**config.mk**
```make
export PLATFORM = sky130hd
export DESIGN_NAME = sdram_bank_pwr_mon
export DESIGN_NICKNAME = d
export VERILOG_FILES = /design/src/rtl/sdram_mon_pkg.sv /design/src/rtl/sdram_bank_state.sv /design/src/rtl/sdram_pd_track.sv /design/src/rtl/sdram_wr_beat.sv /design/src/rtl/sdram_bank_pwr_mon.sv
export SDC_FILE = /design/constraint.sdc
export NUM_CORES = 1
export LEC_CHECK = 0
export BUFFER_PORTS_ARGS = -buffer_cell sky130_fd_sc_hd__buf_2
export CAP_MARGIN = 20
export CORE_MARGIN = 5
export CORE_UTILIZATION = 30
export DETAILED_ROUTE_END_ITERATION = 8
export HOLD_SLACK_MARGIN = 0.02
export PLACE_DENSITY = 0.55
export SYNTH_ARGS = -nofsm -noshare
export SYNTH_HDL_FRONTEND = slang
export SYNTH_SLANG_ARGS = --single-unit
```
**constraint.sdc**
```tcl
create_clock -name clk -period 2.1 [get_ports clk]
set_input_delay 0.21 -clock clk [delete_from_list [all_inputs] [get_ports clk]]
set_output_delay 0.21 -clock clk [all_outputs]
set_load 0.01 [all_outputs]
```
**src/rtl/sdram_mon_pkg.sv**
```systemverilog
package sdram_mon_pkg;

    typedef enum logic [2:0] {
        CMD_INHIBIT,
        CMD_NOP,
        CMD_ACT,
        CMD_RD,
        CMD_WR,
        CMD_BST,
        CMD_PRE,
        CMD_OTHER
    } cmd_e;

    typedef enum logic [1:0] {
        ERR_NONE      = 2'd0,
        ERR_RW_IDLE   = 2'd1,
        ERR_ACT_EARLY = 2'd2,
        ERR_PD_LONG   = 2'd3
    } err_e;

    function automatic cmd_e decode_cmd(input logic cs_n, input logic ras_n,
                                        input logic cas_n, input logic we_n);
        cmd_e c;
        if (cs_n) begin
            c = CMD_INHIBIT;
        end else begin
            case ({ras_n, cas_n, we_n})
                3'b111:  c = CMD_NOP;
                3'b011:  c = CMD_ACT;
                3'b101:  c = CMD_RD;
                3'b100:  c = CMD_WR;
                3'b110:  c = CMD_BST;
                3'b010:  c = CMD_PRE;
                default: c = CMD_OTHER;
            endcase
        end
        return c;
    endfunction

    function automatic logic is_quiet(input cmd_e c);
        return (c == CMD_NOP) || (c == CMD_INHIBIT);
    endfunction

endpackage

```
**src/rtl/sdram_bank_state.sv**
```systemverilog
module sdram_bank_state
    import sdram_mon_pkg::*;
#(
    parameter int NUM_BANKS = 4,
    parameter int T_RP      = 3,
    localparam int BA_W     = $clog2(NUM_BANKS),
    localparam int RP_W     = (T_RP > 1) ? $clog2(T_RP) : 1
) (
    input  logic                 clk,
    input  logic                 rst,
    input  logic                 go,
    input  cmd_e                 op,
    input  logic [BA_W-1:0]      ba,
    input  logic                 a10,
    output logic [NUM_BANKS-1:0] open_o,
    output logic                 rw_idle_o,
    output logic                 act_early_o
);

    localparam logic [RP_W-1:0] RP_INIT = RP_W'(T_RP - 1);

    logic [NUM_BANKS-1:0] idle_hit;
    logic [NUM_BANKS-1:0] early_hit;

    for (genvar i = 0; i < NUM_BANKS; i++) begin : g_bank
        logic            open_r;
        logic [RP_W-1:0] rp_r;
        logic            sel;
        logic            pre_hit;
        logic            act_hit;

        assign sel     = (ba == BA_W'(i));
        assign pre_hit = go && (op == CMD_PRE) && (a10 || sel);
        assign act_hit = go && (op == CMD_ACT) && sel;

        always_ff @(posedge clk) begin
            if (rst) begin
                open_r <= 1'b0;
                rp_r   <= '0;
            end else begin
                if (pre_hit) begin
                    open_r <= 1'b0;
                    rp_r   <= RP_INIT;
                end else begin
                    if (act_hit) open_r <= 1'b1;
                    if (rp_r != '0) rp_r <= rp_r - 1'b1;
                end
            end
        end

        assign open_o[i]    = open_r;
        assign early_hit[i] = act_hit && (rp_r != '0);
        assign idle_hit[i]  = go && ((op == CMD_RD) || (op == CMD_WR)) && sel && !open_r;

        AST_PRE_ONE_SPARES_OTHERS: assert property (@(posedge clk) disable iff (rst)
            (go && (op == CMD_PRE) && !a10 && !sel) |=> $stable(open_r));
    end

    assign rw_idle_o   = |idle_hit;
    assign act_early_o = |early_hit;

    AST_PRE_ALL_CLOSES: assert property (@(posedge clk) disable iff (rst)
        (go && (op == CMD_PRE) && a10) |=> (open_o == '0));

endmodule

```
**src/rtl/sdram_pd_track.sv**
```systemverilog
module sdram_pd_track
    import sdram_mon_pkg::*;
#(
    parameter int PD_MAX = 12_800_000,
    localparam int PC_W  = $clog2(PD_MAX + 1)
) (
    input  logic clk,
    input  logic rst,
    input  logic cke,
    input  cmd_e op,
    input  logic any_open,
    input  logic burst_busy,
    output logic pd_o,
    output logic pd_kind_o,
    output logic pd_long_o
);

    localparam logic [PC_W-1:0] CNT_CAP = PC_W'(PD_MAX);

    logic            pd_r;
    logic            kind_r;
    logic [PC_W-1:0] dwell_r;
    logic            enter;
    logic            leave;

    assign enter = !pd_r && !cke && is_quiet(op) && !burst_busy;
    assign leave = pd_r && cke && is_quiet(op);

    always_ff @(posedge clk) begin
        if (rst) begin
            pd_r    <= 1'b0;
            kind_r  <= 1'b0;
            dwell_r <= '0;
        end else if (enter) begin
            pd_r    <= 1'b1;
            kind_r  <= any_open;
            dwell_r <= '0;
        end else if (leave) begin
            pd_r    <= 1'b0;
        end else if (pd_r && dwell_r != CNT_CAP) begin
            dwell_r <= dwell_r + 1'b1;
        end
    end

    assign pd_o      = pd_r;
    assign pd_kind_o = kind_r;
    assign pd_long_o = pd_r && !leave && (dwell_r == CNT_CAP);

    AST_PD_KIND_HELD: assert property (@(posedge clk) disable iff (rst)
        (pd_r && $past(pd_r)) |-> $stable(kind_r));

    AST_PD_ENTRY_QUIET: assert property (@(posedge clk) disable iff (rst)
        $rose(pd_r) |-> ($past(!cke) && $past(!burst_busy)));

endmodule

```
**src/rtl/sdram_wr_beat.sv**
```systemverilog
module sdram_wr_beat
    import sdram_mon_pkg::*;
#(
    parameter int BURST_LEN = 8,
    localparam int BC_W     = (BURST_LEN > 1) ? $clog2(BURST_LEN) : 1
) (
    input  logic clk,
    input  logic rst,
    input  logic go,
    input  cmd_e op,
    input  logic dqm,
    output logic busy_o,
    output logic beat_ok_o
);

    localparam logic [BC_W-1:0] REM_INIT = (BURST_LEN > 1) ? BC_W'(BURST_LEN - 1) : '0;
    localparam logic            FULL_PAGE = (BURST_LEN == 0);

    logic            busy_r;
    logic [BC_W-1:0] rem_r;
    logic            ok_r;
    logic            carry_on;
    logic            beat_now;

    assign carry_on = busy_r && (is_quiet(op) || op == CMD_ACT);
    assign beat_now = go && ((op == CMD_WR) || carry_on);

    always_ff @(posedge clk) begin
        if (rst) begin
            busy_r <= 1'b0;
            rem_r  <= '0;
            ok_r   <= 1'b0;
        end else begin
            ok_r <= beat_now && !dqm;
            if (go) begin
                if (op == CMD_WR) begin
                    busy_r <= (BURST_LEN != 1);
                    rem_r  <= REM_INIT;
                end else if (op == CMD_BST || op == CMD_PRE || op == CMD_RD) begin
                    busy_r <= 1'b0;
                end else if (carry_on && !FULL_PAGE) begin
                    rem_r <= rem_r - 1'b1;
                    if (rem_r == BC_W'(1)) busy_r <= 1'b0;
                end
            end
        end
    end

    assign busy_o    = busy_r;
    assign beat_ok_o = ok_r;

    AST_BEAT_UNMASKED: assert property (@(posedge clk) disable iff (rst)
        ok_r |-> $past(!dqm));

    AST_STOP_DROPS_BEAT: assert property (@(posedge clk) disable iff (rst)
        (go && (op == CMD_BST || op == CMD_PRE)) |=> !ok_r);

endmodule

```
**src/rtl/sdram_bank_pwr_mon.sv**
```systemverilog
module sdram_bank_pwr_mon
    import sdram_mon_pkg::*;
#(
    parameter int NUM_BANKS = 4,
    parameter int T_RP      = 3,
    parameter int PD_MAX    = 12_800_000,
    parameter int BURST_LEN = 8,
    localparam int BA_W     = $clog2(NUM_BANKS)
) (
    input  logic                 clk,
    input  logic                 rst,
    input  logic                 cs_n,
    input  logic                 ras_n,
    input  logic                 cas_n,
    input  logic                 we_n,
    input  logic                 cke,
    input  logic [BA_W-1:0]      ba,
    input  logic                 a10,
    input  logic                 dqm,
    output logic [NUM_BANKS-1:0] bank_open,
    output logic                 pd_active,
    output logic                 pd_kind,
    output logic                 err,
    output logic [1:0]           err_code,
    output logic                 wbeat_valid
);

    cmd_e op;
    logic go;
    logic rw_idle;
    logic act_early;
    logic pd_long;
    logic burst_busy;
    err_e cause;
    logic err_r;
    err_e code_r;

    assign op = decode_cmd(cs_n, ras_n, cas_n, we_n);
    assign go = cke && !pd_active;

    sdram_bank_state #(.NUM_BANKS(NUM_BANKS), .T_RP(T_RP)) u_banks (
        .clk(clk), .rst(rst), .go(go), .op(op), .ba(ba), .a10(a10),
        .open_o(bank_open), .rw_idle_o(rw_idle), .act_early_o(act_early)
    );

    sdram_pd_track #(.PD_MAX(PD_MAX)) u_pd (
        .clk(clk), .rst(rst), .cke(cke), .op(op), .any_open(|bank_open),
        .burst_busy(burst_busy), .pd_o(pd_active), .pd_kind_o(pd_kind),
        .pd_long_o(pd_long)
    );

    sdram_wr_beat #(.BURST_LEN(BURST_LEN)) u_wr (
        .clk(clk), .rst(rst), .go(go), .op(op), .dqm(dqm),
        .busy_o(burst_busy), .beat_ok_o(wbeat_valid)
    );

    always_comb begin
        cause = ERR_NONE;
        if (rw_idle)        cause = ERR_RW_IDLE;
        else if (act_early) cause = ERR_ACT_EARLY;
        else if (pd_long)   cause = ERR_PD_LONG;
    end

    always_ff @(posedge clk) begin
        if (rst) begin
            err_r  <= 1'b0;
            code_r <= ERR_NONE;
        end else if (!err_r && cause != ERR_NONE) begin
            err_r  <= 1'b1;
            code_r <= cause;
        end
    end

    assign err      = err_r;
    assign err_code = code_r;

    AST_ERR_STICKY: assert property (@(posedge clk) disable iff (rst)
        err |=> (err && $stable(err_code)));

    AST_PD_FREEZES_BANKS: assert property (@(posedge clk) disable iff (rst)
        pd_active |=> $stable(bank_open));

endmodule

```
==> results.md <==
- Vias in the first global route: 1,886
- Share of layout cells above drive strength 1: around 18%
- Overall Global Routing Usage: 11.0%
- CTS resizes: 0
- Pin count of the biggest net entering global routing: 24
- Cell accounting for the most synthesized area: dfxtp_1
- Clk root buf: clkbuf_8
- Worst-path clk slew: 0.10 ns
- Post-CTS Setup Inserts: 0
- WP depth: 5
- H-tree levels: 2
- Total wire length: between 4 and 5 mm
- Proportion of synthesized area in mux cells: under 10%
- Fillers: 803
- MaxCap Viol Count: 0
- Initial antenna violation count: 0
- Final Max Slew Viols: 0
- Seq cells post-synth: 46
- Die width: between 90 and 100 um
- Ys async rst share: 0%
- Ys flop type: dfxtp_1
- Hold-fix buffers, CTS: 0
- Cells on worst reg2reg path: 5
- HPWL after DPL: around 3.7 mm
- Clk_skew: between 0.015 and 0.02 ns
- Cell chain of the critical path: and4_4, nand3_2, or3_4, or4_4, a21oi_2
- Share of the synthesized area in the top cell type: 40.9%
- Synth Area per Inst: 8.59 um^2
- Critical path's largest stage delay: 0.48 ns
- Period utilization: roughly 88%
- Reg2reg start: u_pd.dwell_r[2]$_SDFFE_PP0P_
- GRT Residual Overflow: 0
- CP Max Fanout: 7
- I/O Buffers: 20
- Worst Setup End Kind: flip-flop
- First-pass GRT wire length: slightly below 9 mm
- Die ar.: 9340 um^2
- Simple-gate share of the synthesized area: 32.5%
- CTS tree: done
- WL/cell: 12.7 um
- Final Util: between 30% and 40%
- Power Density: 606 nW/um^2
- Critical Path AT: about 2.1 ns
- Adder-cell share of the synthesized area: 2.22%
- End of the worst hold path: u_wr.beat_ok_o$_SDFF_PP0_
- Mapped Cells: roughly 260
- Drt via density: between 4 and 5
- Max Root-Sink Buffers: 2
- Yosys warns: 0
- Reg area: between 900 and 1000 um^2
- Area growth from synthesis to layout: 15.3%
- EDFF count, synth: 0
- Max VDD drop: 215 uV
- Antenna diodes: 0
- Final min period: 1.86 ns
- Hold WC Path Type: input port to flip-flop
- FMAX: between 0.5 and 0.6 GHz
- Worst r2r dst: u_pd.dwell_r[23]$_SDFFE_PP0P_
- WL met3: 207 um
- Post-Synth XOR/XNOR Area: 8.17%
- Synth top area cells: dfxtp_1 (41%), nor2_1 (6.8%), xnor2_1 (6.2%)
- CP top delay family: simple AND/OR/NAND/NOR gates
- Count of cell types in the netlist: just over 50
- Worst R2R Setup Slack: 0.24 ns
- Cells on Worst Hold Path: 2
- Initial core utilization: 30.9%
- Wire length on met1: ~2.4 mm
- Hold Crit Start: dqm
- Post-DP Area: 2490 um^2
- Status: completed
- Worst Max-Slew Pin Slew: 0.735 ns
- CP Launch Type: flip-flop
- Setup-failing EPs final: 0
- Slowest cell on crit path: or4_4
- Leakage dissipation: about 0.0009 uW
- Crit path kind: flip-flop to flip-flop
- Die Ht: 96.6 um
- WL met2: 2.27 mm
- GP Congestion: 0.798
- Sequential fraction of the synthesis area: 40.9%
- Clock Latency Late Sink: between 0.3 and 0.4 ns
- Clock Sink Count: 46
- Worst path required time: between 2 and 2.5 ns
- IO Pins: 21
- Main combinational cell family by area after synthesis: simple AND/OR/NAND/NOR gates
- 1st-iter DRT viols: 95
- Total number of vias: 1,923
- Syn Std Cell Area: 2250 um^2
- Nets: 304
- Drt drc: 0
- Total CTS buffers: 5
- Rel. slew slack: 50.8%
- Final hold vios: 0
- Final Cell Area: about 2600 um^2
- Post-Route Setup TNS: 0 ns
- Worst path bufs/invs: 0
- Row count: 31
- Max Used Layer: met4
- Synthesized Nets: 277
- Core ar.: between 7000 and 8000 um^2
- TritonRoute pass-1 iters: 4
- Antenna violation net count after detailed routing: 0
- Footprint of the multi-input gates: 1230 um^2
- RSZ-0062 raised after global routing: false
- Compound-cell area share of the yosys netlist: 10.5%
[cells in the final DEF (no fill, tap or decap), types with 2 or more instances in the layout]
master,count
buf_4,11
ha_1,4
nand3_1,9
nor2b_1,3
nor4b_1,3
or3_1,4
buf_2,20
o21ai_0,6
nor3_1,12
nand4_1,6
nor2_1,41
o21ai_1,2
a21oi_1,12
inv_1,11
clkbuf_8,5
and4_1,2
dfxtp_1,46
o211ai_1,2
xnor2_1,16
nand2b_1,2
a211oi_1,2
nor4_1,13
nand2_1,13
a22oi_1,5
and2_1,4
and3_1,5
or4_1,2
xor2_1,5
[worst max path at each step]
stage | startpoint | endpoint | slack, ns
3_5_place_dp | u_pd.pd_o$_SDFFE_PP0P_ | u_banks.g_bank[0].open_r$_SDFFE_PP0P_ | 0.16
6_report | u_pd.dwell_r[2]$_SDFFE_PP0P_ | u_pd.dwell_r[23]$_SDFFE_PP0P_ | 0.24
5_1_grt | u_pd.dwell_r[10]$_SDFFE_PP0P_ | u_pd.dwell_r[2]$_SDFFE_PP0P_ | 0.02
4_1_cts | u_pd.pd_o$_SDFFE_PP0P_ | u_banks.g_bank[0].open_r$_SDFFE_PP0P_ | 0.15
2_1_floorplan | u_pd.dwell_r[2]$_SDFFE_PP0P_ | u_pd.dwell_r[23]$_SDFFE_PP0P_ | 0.36
3_3_place_gp | u_pd.pd_o$_SDFFE_PP0P_ | u_banks.g_bank[3].open_r$_SDFFE_PP0P_ | 0.22
[power by group]
group          switching, uW  total [uW]  internal, uW
clock network            333         574           241
registers               6.87         887           880
logic                   69.8         112          42.2
[worst register-to-register path, cell delays in order, from the launching register on]
cell,delay (ns)
dfxtp_1,0.44
and4_4,0.29
nand3_2,0.08
or3_4,0.36
or4_4,0.48
a21oi_2,0.14
[sequential cells by signal, summed over array words and instances (netlist names)]
| name | flops |
|---|---|
| err | 1 |
| u_wr.beat_ok_o | 1 |
| err_code | 2 |
| u_pd.pd_kind_o | 1 |
| u_pd.pd_o | 1 |
| u_banks.g_bank.rp_r | 8 |
| u_wr.busy_o | 1 |
| u_banks.g_bank.open_r | 4 |
| u_pd.dwell_r | 24 |
| u_wr.rem_r | 3 |
[cell usage after synthesis (3+ instances only)]
library cell / n
nand2_1: 13
and2_1: 4
xor2_1: 5
o21ai_0: 6
dfxtp_1: 46
buf_4: 4
inv_1: 11
nor3_1: 12
or3_1: 4
nor4b_1: 3
clkbuf_1: 4
a22oi_1: 5
xnor2_1: 16
and3_1: 5
a21oi_1: 12
ha_1: 4
nor4_1: 13
nand4_1: 6
nand3_1: 9
nor2_1: 41
nor2b_1: 3
[cell type report]
type | count | area share, %
clock inverters | 3 | 0.964
well taps | 99 | 4.77
clock buffers | 5 | 2.65
repair buffers | 31 | 7.04
multi-input cells | 194 | 47.5
inverters | 11 | 1.59
flip-flops and latches | 46 | 35.5
[layer usage]
layer	GRT usage, %	up-vias
met4	2.59	0
met5	0	-
li1	-	987
met3	2.52	4
met2	18.0	32
met1	14.6	900
[kinds of logic after synthesis]
kind of cell	after synthesis
DFF	46
and+or+nand+nor	131
AOI/OAI and AO/OA	37
buffers and inverters	22
adders and majority gates	4
muxes	1
xor gates and xnor gates	21
[through the flow]
step	hold slack [ns]	setup slack [ns]	std cells	power (uW)
finish	0.0542	0.244	389	1570
global route	0.0498	0.0227	389	1640
CTS	0.0445	0.151	389	1600
detailed placement	0.379	0.164	381	1020
global placement	0.378	0.218	381	1020
floorplan	0.287	0.357	262	969
No activity file was read; power rests on OpenSTA's default activity.
